<file path="config.mk">
export PLATFORM = sky130hd
export DESIGN_NAME = fpm_mul
export DESIGN_NICKNAME = d
export VERILOG_FILES = /design/src/rtl/fpm_pkg.sv /design/src/rtl/fpm_unpack.sv /design/src/rtl/fpm_round.sv /design/src/rtl/fpm_mul.sv
export SDC_FILE = /design/constraint.sdc
export NUM_CORES = 2
export LEC_CHECK = 0
export ABC_AREA = 1
export BUFFER_PORTS_ARGS = -buffer_cell sky130_fd_sc_hd__buf_2
export CORE_ASPECT_RATIO = 1.4
export CORE_MARGIN = 2
export CORE_UTILIZATION = 35
export DETAILED_ROUTE_END_ITERATION = 10
export HOLD_SLACK_MARGIN = 0.12
export PLACE_DENSITY = 0.46
export SKIP_CTS_REPAIR_TIMING = 1
export SYNTH_ARGS = -nofsm -noshare
export SYNTH_HDL_FRONTEND = slang
export SYNTH_HIERARCHICAL = 1
export SYNTH_SLANG_ARGS = --single-unit
</file>
<file path="constraint.sdc">
create_clock -name clk_i -period 5.4 [get_ports clk_i]
set_input_delay 0 -clock clk_i [delete_from_list [all_inputs] [get_ports clk_i]]
set_output_delay 0 -clock clk_i [all_outputs]
set_load 0.02 [all_outputs]
</file>
<file path="src/rtl/fpm_pkg.sv">
package fpm_pkg;
  typedef enum logic [1:0] {CLS_ZERO, CLS_FINITE, CLS_INF, CLS_NAN} op_cls_e;
  typedef enum logic [1:0] {KIND_NUM, KIND_ZERO, KIND_INF, KIND_NAN} res_kind_e;
endpackage

</file>
<file path="src/rtl/fpm_unpack.sv">
module fpm_unpack #(
  parameter int EXP_W = 8,
  parameter int MAN_W = 23,
  localparam int W = 1 + EXP_W + MAN_W,
  localparam int SIG_W = MAN_W + 1,
  localparam int XW = EXP_W + 3
) (
  input  logic [W-1:0]           op_i,
  output logic                   sign_o,
  output fpm_pkg::op_cls_e       cls_o,
  output logic signed [XW-1:0]   exp_o,
  output logic [SIG_W-1:0]       sig_o
);
  localparam int LZ_W = $clog2(SIG_W) + 1;

  logic [EXP_W-1:0] e_raw, e_eff;
  logic [MAN_W-1:0] f_raw;
  logic [SIG_W-1:0] raw_sig;
  logic [LZ_W-1:0]  lz;
  logic             found, e_zero, e_ones, f_zero;

  assign e_raw  = op_i[W-2 -: EXP_W];
  assign f_raw  = op_i[MAN_W-1:0];
  assign e_zero = ~|e_raw;
  assign e_ones = &e_raw;
  assign f_zero = ~|f_raw;
  assign sign_o = op_i[W-1];

  always_comb begin
    if (e_ones)      cls_o = f_zero ? fpm_pkg::CLS_INF : fpm_pkg::CLS_NAN;
    else if (e_zero) cls_o = f_zero ? fpm_pkg::CLS_ZERO : fpm_pkg::CLS_FINITE;
    else             cls_o = fpm_pkg::CLS_FINITE;
  end

  // subnormals: count leading zeros and renormalize so the MSB is set
  always_comb begin
    raw_sig = {~e_zero, f_raw};
    e_eff   = e_zero ? EXP_W'(1) : e_raw;
    lz      = '0;
    found   = 1'b0;
    for (int i = SIG_W - 1; i >= 0; i--) begin
      if (!found && raw_sig[i]) begin
        lz    = LZ_W'(SIG_W - 1 - i);
        found = 1'b1;
      end
    end
    sig_o = raw_sig << lz;
    exp_o = $signed({{(XW-EXP_W){1'b0}}, e_eff}) - $signed({{(XW-LZ_W){1'b0}}, lz});
  end
endmodule

</file>
<file path="src/rtl/fpm_round.sv">
module fpm_round #(
  parameter int EXP_W = 8,
  parameter int MAN_W = 23,
  localparam int W = 1 + EXP_W + MAN_W,
  localparam int SIG_W = MAN_W + 1,
  localparam int PW = 2 * SIG_W,
  localparam int XW = EXP_W + 3
) (
  input  logic                  sign_i,
  input  fpm_pkg::res_kind_e    kind_i,
  input  logic [PW-1:0]         prod_i,
  input  logic signed [XW-1:0]  exp_i,
  output logic [W-1:0]          res_o
);
  localparam int SH_W = $clog2(PW + 1) + 1;
  localparam logic signed [XW-1:0] ONE    = XW'(1);
  localparam logic signed [XW-1:0] PW_S   = XW'(PW);
  localparam logic signed [XW-1:0] EMAX_S = XW'((1 << EXP_W) - 2);

  logic [PW-1:0]         v, v_sh;
  logic signed [XW-1:0]  e, depth;
  logic [SH_W-1:0]       sh;
  logic                  lost, grd, stk, up;
  logic [EXP_W-1:0]      efield;
  logic [EXP_W+MAN_W-1:0] body;

  always_comb begin
    // leading one to bit PW-1; a product in [2,4) bumps the exponent
    if (prod_i[PW-1]) begin
      v = prod_i;
      e = exp_i + ONE;
    end else begin
      v = prod_i << 1;
      e = exp_i;
    end
    depth = ONE - e;
    if (e >= ONE)        sh = '0;
    else if (depth > PW_S) sh = SH_W'(PW);
    else                 sh = depth[SH_W-1:0];
    v_sh = v >> sh;
    lost = |(v & ~({PW{1'b1}} << sh));
    grd  = v_sh[PW-1-SIG_W];
    stk  = (|v_sh[PW-2-SIG_W:0]) | lost;
    up   = grd & (stk | v_sh[PW-SIG_W]);
    efield = v_sh[PW-1] ? e[EXP_W-1:0] : '0;
    // carry from fraction ripples into the exponent field
    body = {efield, v_sh[PW-2 -: MAN_W]} + (EXP_W+MAN_W)'(up);
    unique case (kind_i)
      fpm_pkg::KIND_NAN:  res_o = {1'b0, {EXP_W{1'b1}}, 1'b1, {(MAN_W-1){1'b0}}};
      fpm_pkg::KIND_INF:  res_o = {sign_i, {EXP_W{1'b1}}, {MAN_W{1'b0}}};
      fpm_pkg::KIND_ZERO: res_o = {sign_i, {(W-1){1'b0}}};
      default: begin
        if (e > EMAX_S) res_o = {sign_i, {EXP_W{1'b1}}, {MAN_W{1'b0}}};
        else            res_o = {sign_i, body};
      end
    endcase
  end
endmodule

</file>
<file path="src/rtl/fpm_mul.sv">
module fpm_mul #(
  parameter int EXP_W = 8,
  parameter int MAN_W = 23,
  localparam int W = 1 + EXP_W + MAN_W
) (
  input  logic          clk_i,
  input  logic          rst_ni,
  input  logic          start_i,
  input  logic [W-1:0]  a_i,
  input  logic [W-1:0]  b_i,
  output logic          done_o,
  output logic [W-1:0]  result_o
);
  localparam int SIG_W = MAN_W + 1;
  localparam int PW    = 2 * SIG_W;
  localparam int XW    = EXP_W + 3;
  localparam logic signed [XW-1:0] BIAS = XW'((1 << (EXP_W - 1)) - 1);

  logic [W-1:0]          ops  [2];
  logic                  sgn  [2];
  fpm_pkg::op_cls_e      cls  [2];
  logic signed [XW-1:0]  xp   [2];
  logic [SIG_W-1:0]      sig  [2];

  assign ops[0] = a_i;
  assign ops[1] = b_i;

  for (genvar g = 0; g < 2; g++) begin : g_unpack
    fpm_unpack #(.EXP_W(EXP_W), .MAN_W(MAN_W)) u_unpack (
      .op_i  (ops[g]),
      .sign_o(sgn[g]),
      .cls_o (cls[g]),
      .exp_o (xp[g]),
      .sig_o (sig[g])
    );
  end

  fpm_pkg::res_kind_e kind_d, s1_kind;
  logic               any_nan, any_inf, any_zero;
  logic               s1_vld, s1_sign;
  logic [PW-1:0]      s1_prod;
  logic signed [XW-1:0] s1_exp;
  logic [W-1:0]       rnd_res;

  always_comb begin
    any_nan  = (cls[0] == fpm_pkg::CLS_NAN)  || (cls[1] == fpm_pkg::CLS_NAN);
    any_inf  = (cls[0] == fpm_pkg::CLS_INF)  || (cls[1] == fpm_pkg::CLS_INF);
    any_zero = (cls[0] == fpm_pkg::CLS_ZERO) || (cls[1] == fpm_pkg::CLS_ZERO);
    if (any_nan || (any_inf && any_zero)) kind_d = fpm_pkg::KIND_NAN;
    else if (any_inf)                      kind_d = fpm_pkg::KIND_INF;
    else if (any_zero)                     kind_d = fpm_pkg::KIND_ZERO;
    else                                   kind_d = fpm_pkg::KIND_NUM;
  end

  // stage 1: classify, add exponents (bias removed once), multiply significands
  always_ff @(posedge clk_i or negedge rst_ni) begin
    if (!rst_ni) begin
      s1_vld  <= 1'b0;
      s1_sign <= 1'b0;
      s1_kind <= fpm_pkg::KIND_ZERO;
      s1_prod <= '0;
      s1_exp  <= '0;
    end else begin
      s1_vld <= start_i;
      if (start_i) begin
        s1_sign <= sgn[0] ^ sgn[1];
        s1_kind <= kind_d;
        s1_prod <= PW'(sig[0]) * PW'(sig[1]);
        s1_exp  <= xp[0] + xp[1] - BIAS;
      end
    end
  end

  fpm_round #(.EXP_W(EXP_W), .MAN_W(MAN_W)) u_round (
    .sign_i(s1_sign),
    .kind_i(s1_kind),
    .prod_i(s1_prod),
    .exp_i (s1_exp),
    .res_o (rnd_res)
  );

  // stage 2: normalize, round, register result
  always_ff @(posedge clk_i or negedge rst_ni) begin
    if (!rst_ni) begin
      done_o   <= 1'b0;
      result_o <= '0;
    end else begin
      done_o <= s1_vld;
      if (s1_vld) result_o <= rnd_res;
    end
  end
endmodule

</file>
==> out/qor.csv <==
metric,value,unit
number of I/O pins,100,
# DRC,0,
Final Hold Violating Endpoints,0,
H-tree depth,3,
Fmax,0.136,GHz
"most common cell after layout, fill and taps aside",nand2_1,
Crit. Startpoint,b_i[17],
number of diodes,0,
failing checks,negative setup slack,
CP max stage delay,0.54,ns
sequential share of the synthesized area,6.91,%
worst-margin pin slew,1.14,ns
DR WL/cell,17.9,um
"top cells by area, synth","fa_1 28%, nand2_1 18%, inv_1 14%",
vias in the first global route,36100,
Sink Count,96,
CP max-delay cell,fa_1,
DR vias/cell,4.83,
Cells after Synth,5370,
Setup TNS,-72.13,ns
Core ar.,98400,um^2
Max-slew headroom,23.0,%
share of the core filled with cells,46.0,%
Syn Nets,6130,
Starting DRT DRC Count,1798,
total CTS buffers,9,
WP data required,5.67,ns
total track usage,24.8,%
"EDFF count, synth",0,
drt first pass iters,6,
Top Layer Used,met4,
most frequent cells in the layout,"1,533 x nand2_1, 1,233 x inv_1, 545 x buf_4",
die footprint,102000,um^2
FF-to-FF End,result_o[0],
worst min-delay path class,in2reg,
WP data arrival,7.61,ns
"area leader, netlist",fa_1,
crit path buf inv count,12,
die width,270,um
status,"complete, but fails checks",
fin worst setup slack,-1.94,ns
GRT overflow,0,
HPWL after detailed placement,109,mm
layout cells sized above 1,23.8,%
Setup-failing EPs final,42,
cell mode on critical path,fa_1,
synthesized area,34800,um^2
Buffers on Ports,99,
number of max-cap violations,0,
Post-Route WL,130,mm
Worst setup endpoint,s1_prod[33],
nets@finish,6722,
CP startpoint kind,primary input,
Starting Density,35.4,%
fin crit share,136,%
area grow syn2layout,30.2,%
Max clock buf depth,2,
Yosys warning count,6,
crit path kind,in2reg,
Worst setup EP type,flip-flop,
Clock transition at path regs,0.07,ns
Final GP Congestion,0.989,
reg2reg setup slack,0.36,ns
critical register-to-register path startpoint,s1_exp[1],
die height,377,um
Core Rows,136,
skew final,0.0135,ns
total number of vias,35100,
initial antenna violation count,0,
met3 WL post-DR,2.98,mm
RSZ-0062 raised after global routing,true,
Final Critical Period,7.34,ns
R2R cell count,34,
clk root buf,clkbuf_16,
"Slew Viols, Final",0,
Seq cells post-synth,96,
met2 WL,71.7,mm
Main synth FF type,dfrtp_1,
global-route wire length before repair,198,mm
Synth top area share,27.9,%
WP depth,44,
post-route ant nets,0,
largest net degree at the start of global routing,73,
syn_area_per_cell,6.48,um^2
CTS tree,done,
clk_lat worst skew,0.38,ns
pre-CTS worst setup slack,-2.60,ns
Netlist cell types,60,
Async SR Flop Fraction,100,%
Fillers,10500,
kind of cell adding the most delay to the critical path,adder cells,
met1 wire length,48.9,mm
peak fanout along the critical path,8,
sequential cells by signal, indices dropped and copies added (netlist names):
register / count
done_o: 1
s1_prod: 48
result_o: 32
s1_kind: 2
s1_exp: 11
s1_sign: 1
s1_vld: 1
worst min-delay path, cell delays in order:
cell,delay (ns)
buf_2,0.10
buf_4,0.24
nand3_1,0.13
nand2_1,0.04
kinds of logic after synthesis:
logic type / count (synthesis) / share of synthesized area, %
xor gates and xnor gates: 43 / 1.08
buffers and inverters: 1515 / 17.0
AOI/OAI and AO/OA: 312 / 4.95
muxes: 37 / 1.18
and+or+nand+nor: 2674 / 33.5
DFF: 96 / 6.91
adders and majority gates: 693 / 35.4
stage by stage:
stage,std cells,instance area (um^2),hold slack [ns]
global placement,7134,41400,0.0714
finish,7278,45300,0.185
floorplan,5370,35500,-0.296
CTS,7150,41700,-0.342
detailed placement,7134,41400,0.0728
global route,7278,45300,0.194
synthesized netlist by cell type, types with 33 or more instances:
library cell / n
o21ai_0: 132
ha_1: 208
inv_1: 1276
fa_1: 485
clkbuf_1: 140
buf_2: 33
nor2_1: 220
nor2_2: 34
a21oi_1: 86
nand3_1: 592
nand2_1: 1634
dfrtp_1: 95
nand2_2: 43
worst min-delay path by stage:
stage / startpoint / end / slack (ns) / cells after the start
after floorplan: rst_ni / done_o / -0.30 / 0
after global placement: rst_ni / result_o[9] / 0.07 / 1
after detailed placement: rst_ni / result_o[9] / 0.07 / 1
after CTS: rst_ni / result_o[9] / -0.34 / 1
after global routing: start_i / s1_prod[45] / 0.19 / 4
final: start_i / s1_prod[41] / 0.18 / 4
routing by layer:
metal / vias to the layer above / track usage (%)
met2: 711 / 50.2
met1: 16900 / 26.8
met4: 0 / 9.53
met3: 286 / 0.853
met5: - / 0
li1: 17200 / -
layout make-up:
class                   instances  area [um^2]  area share [%]
clock buffers                  10          239           0.528
clock inverters                 6         50.0           0.111
inverters                    1305         4910            10.9
multi-input cells            3763        28900            63.7
flip-flops and latches         96         2410            5.31
well taps                    1311         1640            3.62
repair buffers                786         7170            15.8
repair inverters                1         7.51          0.0166
Power is left out: the tool's default activity adds up to more than one toggle a clock period on the data nets, which glitch-free logic cannot reach.
